[src/rtl/ctrl_decode.sv]
module ctrl_decode (
  input  logic [5:0] op_i,
  input  logic [5:0] funct_i,
  output logic [2:0] alu_op_o,
  output logic       alu_src_imm_o,
  output logic       wb_from_mem_o,
  output logic       dst_rt_o,
  output logic       dst_link31_o,
  output logic       wb_link_pc8_o,
  output logic       mem_write_o,
  output logic       reg_write_o
);
  localparam logic [2:0] OP_AND = 3'b000;
  localparam logic [2:0] OP_OR  = 3'b001;
  localparam logic [2:0] OP_SLT = 3'b010;
  localparam logic [2:0] OP_ADD = 3'b011;
  localparam logic [2:0] OP_SUB = 3'b100;

  always_comb begin
    alu_op_o      = OP_ADD;
    alu_src_imm_o = 1'b0;
    wb_from_mem_o = 1'b0;
    dst_rt_o      = 1'b0;
    dst_link31_o  = 1'b0;
    wb_link_pc8_o = 1'b0;
    mem_write_o   = 1'b0;
    reg_write_o   = 1'b0;
    unique case (op_i)
      6'h00: begin
        unique case (funct_i)
          6'h24: begin alu_op_o = OP_AND; reg_write_o = 1'b1; end
          6'h25: begin alu_op_o = OP_OR;  reg_write_o = 1'b1; end
          6'h2A: begin alu_op_o = OP_SLT; reg_write_o = 1'b1; end
          6'h20: begin alu_op_o = OP_ADD; reg_write_o = 1'b1; end
          6'h22: begin alu_op_o = OP_SUB; reg_write_o = 1'b1; end
          6'h09: begin wb_link_pc8_o = 1'b1; reg_write_o = 1'b1; end
          default: ;
        endcase
      end
      6'h0C, 6'h0D, 6'h0A, 6'h08: begin
        alu_src_imm_o = 1'b1;
        dst_rt_o      = 1'b1;
        reg_write_o   = 1'b1;
        alu_op_o      = (op_i == 6'h0C) ? OP_AND :
                        (op_i == 6'h0D) ? OP_OR  :
                        (op_i == 6'h0A) ? OP_SLT : OP_ADD;
      end
      6'h23, 6'h20: begin
        alu_src_imm_o = 1'b1;
        dst_rt_o      = 1'b1;
        wb_from_mem_o = 1'b1;
        reg_write_o   = 1'b1;
      end
      6'h2B, 6'h28: begin
        alu_src_imm_o = 1'b1;
        mem_write_o   = 1'b1;
      end
      6'h04, 6'h05: alu_op_o = OP_SUB;
      6'h03: begin
        dst_link31_o  = 1'b1;
        wb_link_pc8_o = 1'b1;
        reg_write_o   = 1'b1;
      end
      default: ;
    endcase
  end
endmodule

[config.mk]
export PLATFORM = sky130hd
export DESIGN_NAME = ctrl_decode
export DESIGN_NICKNAME = d
export VERILOG_FILES = /design/src/rtl/ctrl_decode.sv
export SDC_FILE = /design/constraint.sdc
export NUM_CORES = 1
export LEC_CHECK = 0
export ABC_AREA = 1
export BUFFER_PORTS_ARGS = -buffer_cell sky130_fd_sc_hd__buf_2
export CAP_MARGIN = 30
export CELL_PAD_IN_SITES_DETAIL_PLACEMENT = 0
export CELL_PAD_IN_SITES_GLOBAL_PLACEMENT = 2
export CORE_MARGIN = 2
export CORE_UTILIZATION = 17
export DETAILED_ROUTE_END_ITERATION = 6
export PLACE_DENSITY = 0.75
export SLEW_MARGIN = 25
export SYNTH_ARGS = -nofsm -noshare
export SYNTH_HDL_FRONTEND = slang
export SYNTH_SLANG_ARGS = --single-unit
[constraint.sdc]
create_clock -name vclk -period 1.09
set_clock_uncertainty 0.15 [all_clocks]
set_input_delay 0.218 -clock vclk [all_inputs]
set_output_delay 0.218 -clock vclk [all_outputs]
set_load 0.1 [all_outputs]
# ---- Yosys cells after proc, flatten, opt, wreduce, memory -nomap -nowiden
# Cells that the tools add are included.
dict set report totals {
  regBits 0
  inputBits 12
  elab_cells 40
}
dict set report classes {
  eq_ne 17
  muxes 14
  n_reduce_logical 9
}
# op count
set ops {}
lappend ops {{$eq A6 B6 Y1 const B} 9}
lappend ops {{$eq A6 B4 Y1 const B} 5}
lappend ops {{$eq A6 B3 Y1 const B} 2}
lappend ops {{$pmux W3 S4} 1}
lappend ops {{$reduce_or A6 Y1} 2}
lappend ops {{$pmux W3 S3} 1}
lappend ops {{$mux W1} 8}
lappend ops {{$reduce_or A8 Y1} 1}
lappend ops {{$reduce_or A7 Y1} 1}
lappend ops {{$eq A6 B2 Y1 const B} 1}
lappend ops {{$logic_not A6 Y1} 1}
lappend ops {{$reduce_or A2 Y1} 3}
lappend ops {{$mux W2} 2}
lappend ops {{$pmux W1 S2} 2}
lappend ops {{$reduce_or A4 Y1} 1}

# ---- Logic depth before layout (Yosys ltp)
# Gate-level depths: netlist (run 1).
dict set report depth {
  depth_word 5
  depth_mapped 7
  mapped_depth_nobuf 7
}

# ---- Worst setup path after synthesis (run 1)
# Ideal clock, no wire load.
dict set report synth_timing {
  path_kind {input to output}
  startpoint {input port funct_i[5]}
  endpoint {output port alu_op_o[2]}
  arrival_time_ps 2673
  required_time_ps 722
  slack_ps -1951
  cell_stages 4
  path_buffers 0
  path_cell_list {inv_1 -> nor2_1 -> nand3_1 -> o21ai_0}
}
dict set report synth_via {
  elab_chain_len 3
  elab_cells_between_ends 6
  cone_classes {eq/ne (4); mux (2)}
}
# item line
set synth_lines {}
lappend synth_lines {{start, declared} 3} ;# input logic [5:0] funct_i,
lappend synth_lines {{$eq A6 B6 Y1} 30} ;# unique case (funct_i)
lappend synth_lines {{$pmux W3 S4 *} 30}
lappend synth_lines {{$pmux W3 S3 *} 28} ;# unique case (op_i)
lappend synth_lines {{end, declared} 4} ;# output logic [2:0] alu_op_o,
# Every way passes the cells marked *; elsewhere a longest branch is shown, timed or not.

# ---- Worst setup path after layout (run 1)
dict set report layout_timing {
  startpoint {input port op_i[5]}
  endpoint {output port reg_write_o}
}
dict set report layout_via {
  elab_chain_len 3
  elab_cells_between_ends 10
  cone_classes {eq/ne (7); mux (1); reduce/logical (2)}
}
# item line
set layout_lines {}
lappend layout_lines {{start, declared} 2} ;# input logic [5:0] op_i,
lappend layout_lines {{$eq A6 B4 Y1, or another cell as far along} 28}
lappend layout_lines {{$reduce_or A7 Y1 (no source line)} n/a}
lappend layout_lines {{$pmux W1 S2 *} 28}
lappend layout_lines {{end, declared} 11} ;# output logic reg_write_o
# Marks and branches as above.

==> results of run 1 <==
-- metrics by stage --
stage	hold WS (ns)	utilization [%]	instances
after CTS	0.816	49.9	135
final	0.817	55.2	139
after global placement	0.815	42.8	131
after global routing	0.843	55.2	139
after floorplan	0.498	-	69
after detailed placement	0.816	42.8	131
-- logic make-up after synthesis --
family,Yosys count
simple gates,50
buf+inv,15
compound gates,4
-- Yosys cell counts --
master and count:
o21bai_1 1, nand2_1 14, o21ai_0 2, nor2_1 15
nand3_2 3, nor3_4 1, inv_1 13, nand3_1 12
nor2_2 2, o211ai_1 1, nand3_4 1, nor2_4 1
inv_2 2, nand4_1 1
-- worst paths after layout --
kind	startpoint	endpoint	depth (start not counted)	slack, ns
max	op_i[5]	reg_write_o	9	-0.48
min	op_i[2]	alu_op_o[2]	5	0.82
-- tightest hold or removal path: stages --
cell and delay (ns):
buf_6 0.12, nand3_2 0.09, buf_4 0.11, o21ai_4 0.05, buf_12 0.16
-- layer usage --
metal	vias up	part of all wire [%]	wire length [um]
met1	259	38	536
met4	0	0	0
met2	11	59	832
met5	-	0	0
met3	0	3.0	43
li1	306	-	-
-- area by class of cell --
| cell class | count | area [um^2] | area share, % |
|---|---|---|---|
| Inverter | 15 | 81.3 | 7.59 |
| Timing Repair Buffer | 43 | 494 | 46.1 |
| Multi-Input combinational cell | 54 | 462 | 43.1 |
| Tap cell | 27 | 33.8 | 3.15 |
-- report_power, final --
part           internal [mW]  switching [mW]  total (mW)
clock                      0               0           0
combinational          0.159           0.225       0.384
sequential                 0               0           0
total                  0.159           0.225       0.384
-- timing repair --
| action | 4_1_cts | 5_1_grt |
|---|---|---|
| pin swaps | 12 | 12 |
| hold endpoints to repair | 0 | 0 |
| setup buffers | 4 | 4 |
| resized for setup | 29 | 20 |
| setup endpoints to repair | 10 | 10 |
==> flow_metrics.py, run 1 <==
metrics = {
    "detailed_routing": {
        "via_per_inst": 4.14,
        "dr.pass1.iters": 4,
        "drtIter0Drc": 4,
        "routed_wirelength_um": 1410,
        "routedWlPerCell_um": 10.2,
        "via_count": 576,
        "drc": 0,
        "ant_nets": 0,
    },
    "sta": {
        "min_period_ns": 1.57,
        "fin_setup_tns_ns": -4.00,
        "timing_hold_violations_final": 0,
        "setup_slack_ns": -0.482,
        "rsz0062_at_grt": "yes",
        "tightest_slew_ns": 0.206,
        "finalSetupViolations": 10,
        "period_share_pct": 144,
        "slew_violations": 0,
        "maxSlewHeadroom_pct": 86.2,
        "clock.fmax_ghz": 0.636,
    },
    "synth": {
        "synth_top_area_cell": "nand3_1",
        "synth_fp_nets": 81,
        "syn_area_per_cell_um2": 4.99,
        "synthesis.area_um2": 344,
        "synth_xor_area_share_pct": 0,
        "muxShareOfSynthArea_pct": 0,
        "synthCells": 69,
        "synth_compound_area_share_pct": 7.27,
        "yosys.area_share.adder_pct": 0,
        "yosysTopAreaCellShare_pct": 17.5,
        "synth_cell_types": 14,
        "synth_simple_gate_area_share_pct": 76.4,
        "synth_top_family_by_area": "simple AND/OR/NAND/NOR gates",
        "yosys_warnings": 0,
        "yosysSeqAreaShare_pct": 0,
        "synth_area_leaders": "nand3_1, nor2_1, nand2_1, inv_1, nand3_2",
    },
    "grt": {
        "first_global_vias": 545,
        "grtUsageMet3_pct": 0.920,
        "use_met1_pct": 14.5,
        "grt_overflow": 0,
        "grtUsageTotal_pct": 12.0,
        "grt_max_degree": 7,
        "use_met2_pct": 24.2,
        "antenna_found_initial": 0,
        "grt_pass1_wl_um": 2370,
        "grt_busiest_layer": "met2",
    },
    "placed_design": {
        "gp_congestion": 0.768,
        "dp.final_hpwl_um": 1040,
        "place_area_um2": 831,
        "portBuffers": 22,
        "pre_cts_slack_ns": -0.512,
    },
    "floorplan": {
        "die_w_um": 49.0,
        "die-area_um2": 2400,
        "coreArea_um2": 1940,
        "floorplan.initialDensity_pct": 17.7,
        "ios": 22,
        "die_h_um": 49.0,
        "fp-row-count": 16,
    },
    "setup_path": {
        "cp_slowest_stage_delay_ns": 0.17,
        "cp_cell_sequence": "buf_8, nor2_4, buf_12, clkinv_8, nor3_4, buf_6, nor2_4, nand2_4, buf_12",
        "critPathBufInv": 5,
        "slowest_stage": "buf_12",
        "worst-path-max-fanout": 6,
        "cp-end-kind": "output port",
        "critPathTopFamily": "buffers and inverters",
        "worstPathRequired_ns": 0.72,
        "arrival_ns": 1.20,
        "start_kind": "input pin",
        "setup.worst_path.class": "in -> out",
    },
    "final_layout": {
        "nets": 126,
        "n_fill_cell": 188,
        "mostFrequentLayoutCells": "buf_4, buf_12, buf_6",
        "area_delta_synth_final_pct": 211,
        "seq_cell_count": 0,
        "antennaDiodeCount": 0,
        "final_area_um2": 1070,
        "n_clock_buffer": 0,
        "regArea_um2": 0,
        "final_common_cell": "buf_4",
        "drive_above_1_share_pct": 74.1,
    },
    "pwr": {
        "p_total_uw": 384,
        "power.leakage_nw": 0.487,
        "power_density_nw_per_um2": 359,
        "peakVddDrop_mv": 0.213,
    },
    "outcome": {
        "outcome": "complete, but fails checks",
        "failed_checks": "setup timing",
    },
    "flow_run": {
        "cap_violations": 0,
    },
    "clocking": {
        "hold_buffers": 0,
    },
    "min_path": {
        "hp-class": "in -> out",
    },
}
Note: power is estimated with default switching activity, not from simulation.
==> run 2, diff against run 1 <==
Settings changed: CORE_ASPECT_RATIO from default to 1.2, SLEW_MARGIN 25 to 5.
==> run 2 against run 1 <==
  * The flow still finishes with violations (setup timing)
  * Non-clock buffer count decreased by 5
  * First-iteration DRC count decreased by 25%
  * Cell count decreased by 9.4%
  * Utilization decreased by 5.8 points
  * Via count decreased by 5.4%
  * Sequential cell count unchanged
  * Combinational power decreased by 11%
==> flow_metrics.py, run 2 (same netlist as run 1, synthesis figures left out) <==
metrics = {
    "floorplan": {
        "die_h_um": 53.3,
        "die_w_um": 45.1,
        "die-area_um2": 2400,
        "coreArea_um2": 1870,
        "fp-row-count": 17,
        "floorplan.initialDensity_pct": 18.4,
        "ios": 22,
    },
    "final_layout": {
        "antennaDiodeCount": 0,
        "drive_above_1_share_pct": 64.5,
        "fin_util_pct": 49.4,
        "seq_cell_count": 0,
        "nets": 121,
        "final_common_cell": "buf_6",
        "area_delta_synth_final_pct": 169,
        "n_fill_cell": 184,
        "regArea_um2": 0,
        "n_clock_buffer": 0,
        "mostFrequentLayoutCells": "buf_6, nor2_1, buf_12",
    },
    "pwr": {
        "power_density_nw_per_um2": 371,
        "power.leakage_nw": 0.444,
        "peakVddDrop_mv": 0.143,
    },
    "setup_path": {
        "arrival_ns": 1.18,
        "start_kind": "input pin",
        "setup.worst_path.class": "in -> out",
        "crit_cells": 7,
        "worstPathRequired_ns": 0.72,
        "slowest_stage": "buf_12",
        "cp_slowest_stage_delay_ns": 0.19,
        "critPathBufInv": 4,
        "worst-path-max-fanout": 5,
        "cp_cell_sequence": "buf_6, nor2_4, buf_4, inv_2, nor3_4, o21bai_4, buf_12",
        "cp-end-kind": "output port",
        "critPathTopFamily": "buffers and inverters",
    },
    "detailed_routing": {
        "routedWlPerCell_um": 9.14,
        "drtIter0Drc": 3,
        "via_per_inst": 4.33,
        "dr.pass1.iters": 2,
        "routed_wirelength_um": 1150,
        "drc": 0,
        "via_count": 545,
        "ant_nets": 0,
    },
    "sta": {
        "rsz0062_at_grt": "yes",
        "finalSetupViolations": 10,
        "maxSlewHeadroom_pct": 84.7,
        "tightest_slew_ns": 0.227,
        "setup_slack_ns": -0.459,
        "min_period_ns": 1.55,
        "whs_ns": 0.771,
        "period_share_pct": 142,
        "slew_violations": 0,
        "clock.fmax_ghz": 0.645,
        "timing_hold_violations_final": 0,
    },
    "grt": {
        "grt_pass1_wl_um": 2060,
        "first_global_vias": 552,
        "antenna_found_initial": 0,
        "grt_overflow": 0,
        "grt_max_degree": 6,
        "grtUsageTotal_pct": 10.8,
    },
    "flow_run": {
        "cap_violations": 0,
    },
    "clocking": {
        "hold_buffers": 0,
    },
    "outcome": {
        "outcome": "complete, but fails checks",
        "failed_checks": "setup timing",
    },
    "min_path": {
        "hp-class": "in -> out",
        "hold_depth": 5,
    },
    "placed_design": {
        "dp.final_hpwl_um": 969,
        "pre_cts_slack_ns": -0.574,
        "portBuffers": 22,
        "gp_congestion": 0.797,
    },
}
## run 2: layout make-up
cell class	count	area, um^2	area share [%]
tap	19	23.8	2.57
timing repair buffer	38	439	47.5
multi-input combinational	54	395	42.8
inverter	15	66.3	7.17
## run 2: repair_timing
item / CTS / global route
pin swaps: 9 / 3
cloned: 0 / 0
gates resized for setup: 22 / 4
setup endpoints to repair: 10 / 10
buffers inserted: 6 / 1
## run 2: where the power goes
group	leakage [nW]	switching, mW	internal [mW]	total, mW
sequential	0	0	0	0
combinational	0.444	0.202	0.142	0.343
clock	0	0	0	0
## run 2: path summary, 6_finish.rpt
path	start	end	slack, ns
worst min-delay path	op_i[4]	alu_op_o[2]	0.77
worst max-delay path	op_i[5]	wb_link_pc8_o	-0.46
## run 2: per-layer routing
layer | up-vias | track usage, % | share of wire (%)
met1 | 235 | 11.4 | 36
met3 | 0 | 0.683 | 6.2
met4 | 0 | 0 | 0
met2 | 15 | 23.3 | 58
met5 | - | 0 | 0
li1 | 295 | - | -
## run 2: tightest hold or removal path, stage by stage
cell and delay (ns):
buf_6 0.08, nor2_4 0.04, nand3_2 0.10, o21ai_2 0.09, buf_12 0.16
## run 2: through the flow
step	cells	power, mW	instance area, um^2	TNS, ns
floorplan	69	0.174	427	-5.19
global placement	120	0.294	786	-4.51
detailed placement	120	0.296	786	-4.55
CTS	125	0.339	903	-3.89
global route	126	0.365	925	-4.37
finish	126	0.343	925	-3.78
==> run 3, diff against run 2 <==
Settings changed: BUFFER_PORTS_ARGS -buffer_cell sky130_fd_sc_hd__buf_2 to -buffer_cell sky130_fd_sc_hd__buf_4.
==> run 3 against run 2 <==
  * The run still ends with setup timing left
  * Count of clock-buffer cells in the layout unchanged
  * Hold slack better by 0.0027 ns
  * Combinational power up 15%
==> flow_metrics.py, run 3 (same netlist as run 1, synthesis figures left out) <==
metrics = {
    "setup_path": {
        "worst-path-max-fanout": 3,
        "start_kind": "input pin",
        "worstPathRequired_ns": 0.72,
        "arrival_ns": 1.15,
        "cp-end-kind": "output port",
        "setup.worst_path.class": "in -> out",
    },
    "flow_run": {
        "cap_violations": 0,
    },
    "sta": {
        "period_share_pct": 140,
        "maxSlewHeadroom_pct": 85.9,
        "fin_setup_tns_ns": -3.64,
        "setup_slack_ns": -0.432,
        "rsz0062_at_grt": "yes",
        "timing_hold_violations_final": 0,
        "finalSetupViolations": 10,
        "tightest_slew_ns": 0.211,
        "slew_violations": 0,
        "min_period_ns": 1.52,
        "clock.fmax_ghz": 0.657,
    },
    "pwr": {
        "p_sw_share_pct": 56.4,
        "power.leakage_nw": 0.508,
        "intPower_uw": 173,
        "power.share.combinational_pct": 100.0,
        "netSwitchingPower_uw": 223,
        "pwr-share-clk_pct": 0,
        "power_density_nw_per_um2": 360,
        "seqPwrFrac_pct": 0,
        "peakVddDrop_mv": 0.183,
    },
    "floorplan": {
        "coreArea_um2": 1870,
        "die_h_um": 53.3,
        "fp-row-count": 17,
        "floorplan.initialDensity_pct": 18.4,
        "ios": 22,
        "die-area_um2": 2400,
        "die_w_um": 45.1,
    },
    "detailed_routing": {
        "drtIter0Drc": 2,
        "drc": 0,
        "via_per_inst": 4.40,
        "ant_nets": 0,
        "dr.pass1.iters": 2,
        "routedWlPerCell_um": 9.93,
        "via_count": 577,
        "routed_wirelength_um": 1300,
    },
    "final_layout": {
        "final_common_cell": "buf_4",
        "antennaDiodeCount": 0,
        "final_area_um2": 1100,
        "area_delta_synth_final_pct": 220,
        "n_clock_buffer": 0,
        "regArea_um2": 0,
        "nets": 126,
        "mostFrequentLayoutCells": "buf_4, buf_6, buf_12",
        "seq_cell_count": 0,
        "drive_above_1_share_pct": 74.1,
    },
    "placed_design": {
        "portBuffers": 22,
        "gp_congestion": 0.826,
        "dp.final_hpwl_um": 998,
        "pre_cts_slack_ns": -0.610,
        "place_area_um2": 713,
    },
    "clocking": {
        "hold_buffers": 0,
    },
    "grt": {
        "antenna_found_initial": 0,
        "grt_pass1_wl_um": 2140,
        "grtUsageTotal_pct": 11.4,
        "first_global_vias": 531,
        "grt_max_degree": 6,
        "grt_overflow": 0,
    },
    "outcome": {
        "outcome": "complete, but fails checks",
        "failed_checks": "setup timing",
    },
    "min_path": {
        "hp-class": "in -> out",
    },
}
[run 3: cell count changes in the layout (fill, tap and decap cells not counted), sizes merged]
cell / previous run / this run
buf: 38 / 43
[run 3: timing repair]
action                     in CTS  in global routing
pin swaps                      14                  7
resized for setup              58                 20
setup endpoints to repair      10                 10
setup buffers                   5                  3
[run 3: final cells by class]
type	instances	area, um^2
inverters	15	73.8
fillers	177	771
repair buffers	43	524
well taps	19	23.8
multi-input cells	54	479
[run 3: worst max-delay path: stages]
cell and delay [ns]:
buf_8 0.10, nor2_4 0.12, buf_6 0.14, nand3_4 0.09
buf_12 0.14, nand3_4 0.06, nor2_2 0.05, nand2_4 0.07
buf_12 0.16
[run 3: stage by stage]
step / total power, mW / util (%) / hold WS (ns) / std cells
final: 0.396 / 58.8 / 0.773 / 131
after global routing: 0.418 / 58.8 / 0.799 / 131
after detailed placement: 0.277 / 38.1 / 0.827 / 123
after CTS: 0.358 / 53.3 / 0.776 / 128
after global placement: 0.277 / 38.1 / 0.829 / 123
after floorplan: 0.174 / - / 0.498 / 69
[run 3: worst paths after layout]
kind | endpoint | slack [ns] | cells after the start | startpoint
max | reg_write_o | -0.43 | 9 | op_i[4]
min | alu_op_o[2] | 0.77 | 5 | funct_i[0]
[run 3: power groups by stage]
stage	clock, mW	sequential [mW]	combinational [mW]
global placement	0	0	0.277
global route	0	0	0.418
CTS	0	0	0.358
detailed placement	0	0	0.277
finish	0	0	0.396
floorplan	0	0	0.174
[run 3: per-layer routing]
layer  share of wire [%]  GRT usage [%]  up-vias
met3                 3.9          0.341        0
met4                   0              0        0
met1                  33           12.4      257
li1                    -              -      305
met2                  63           24.3       15
met5                   0              0        -
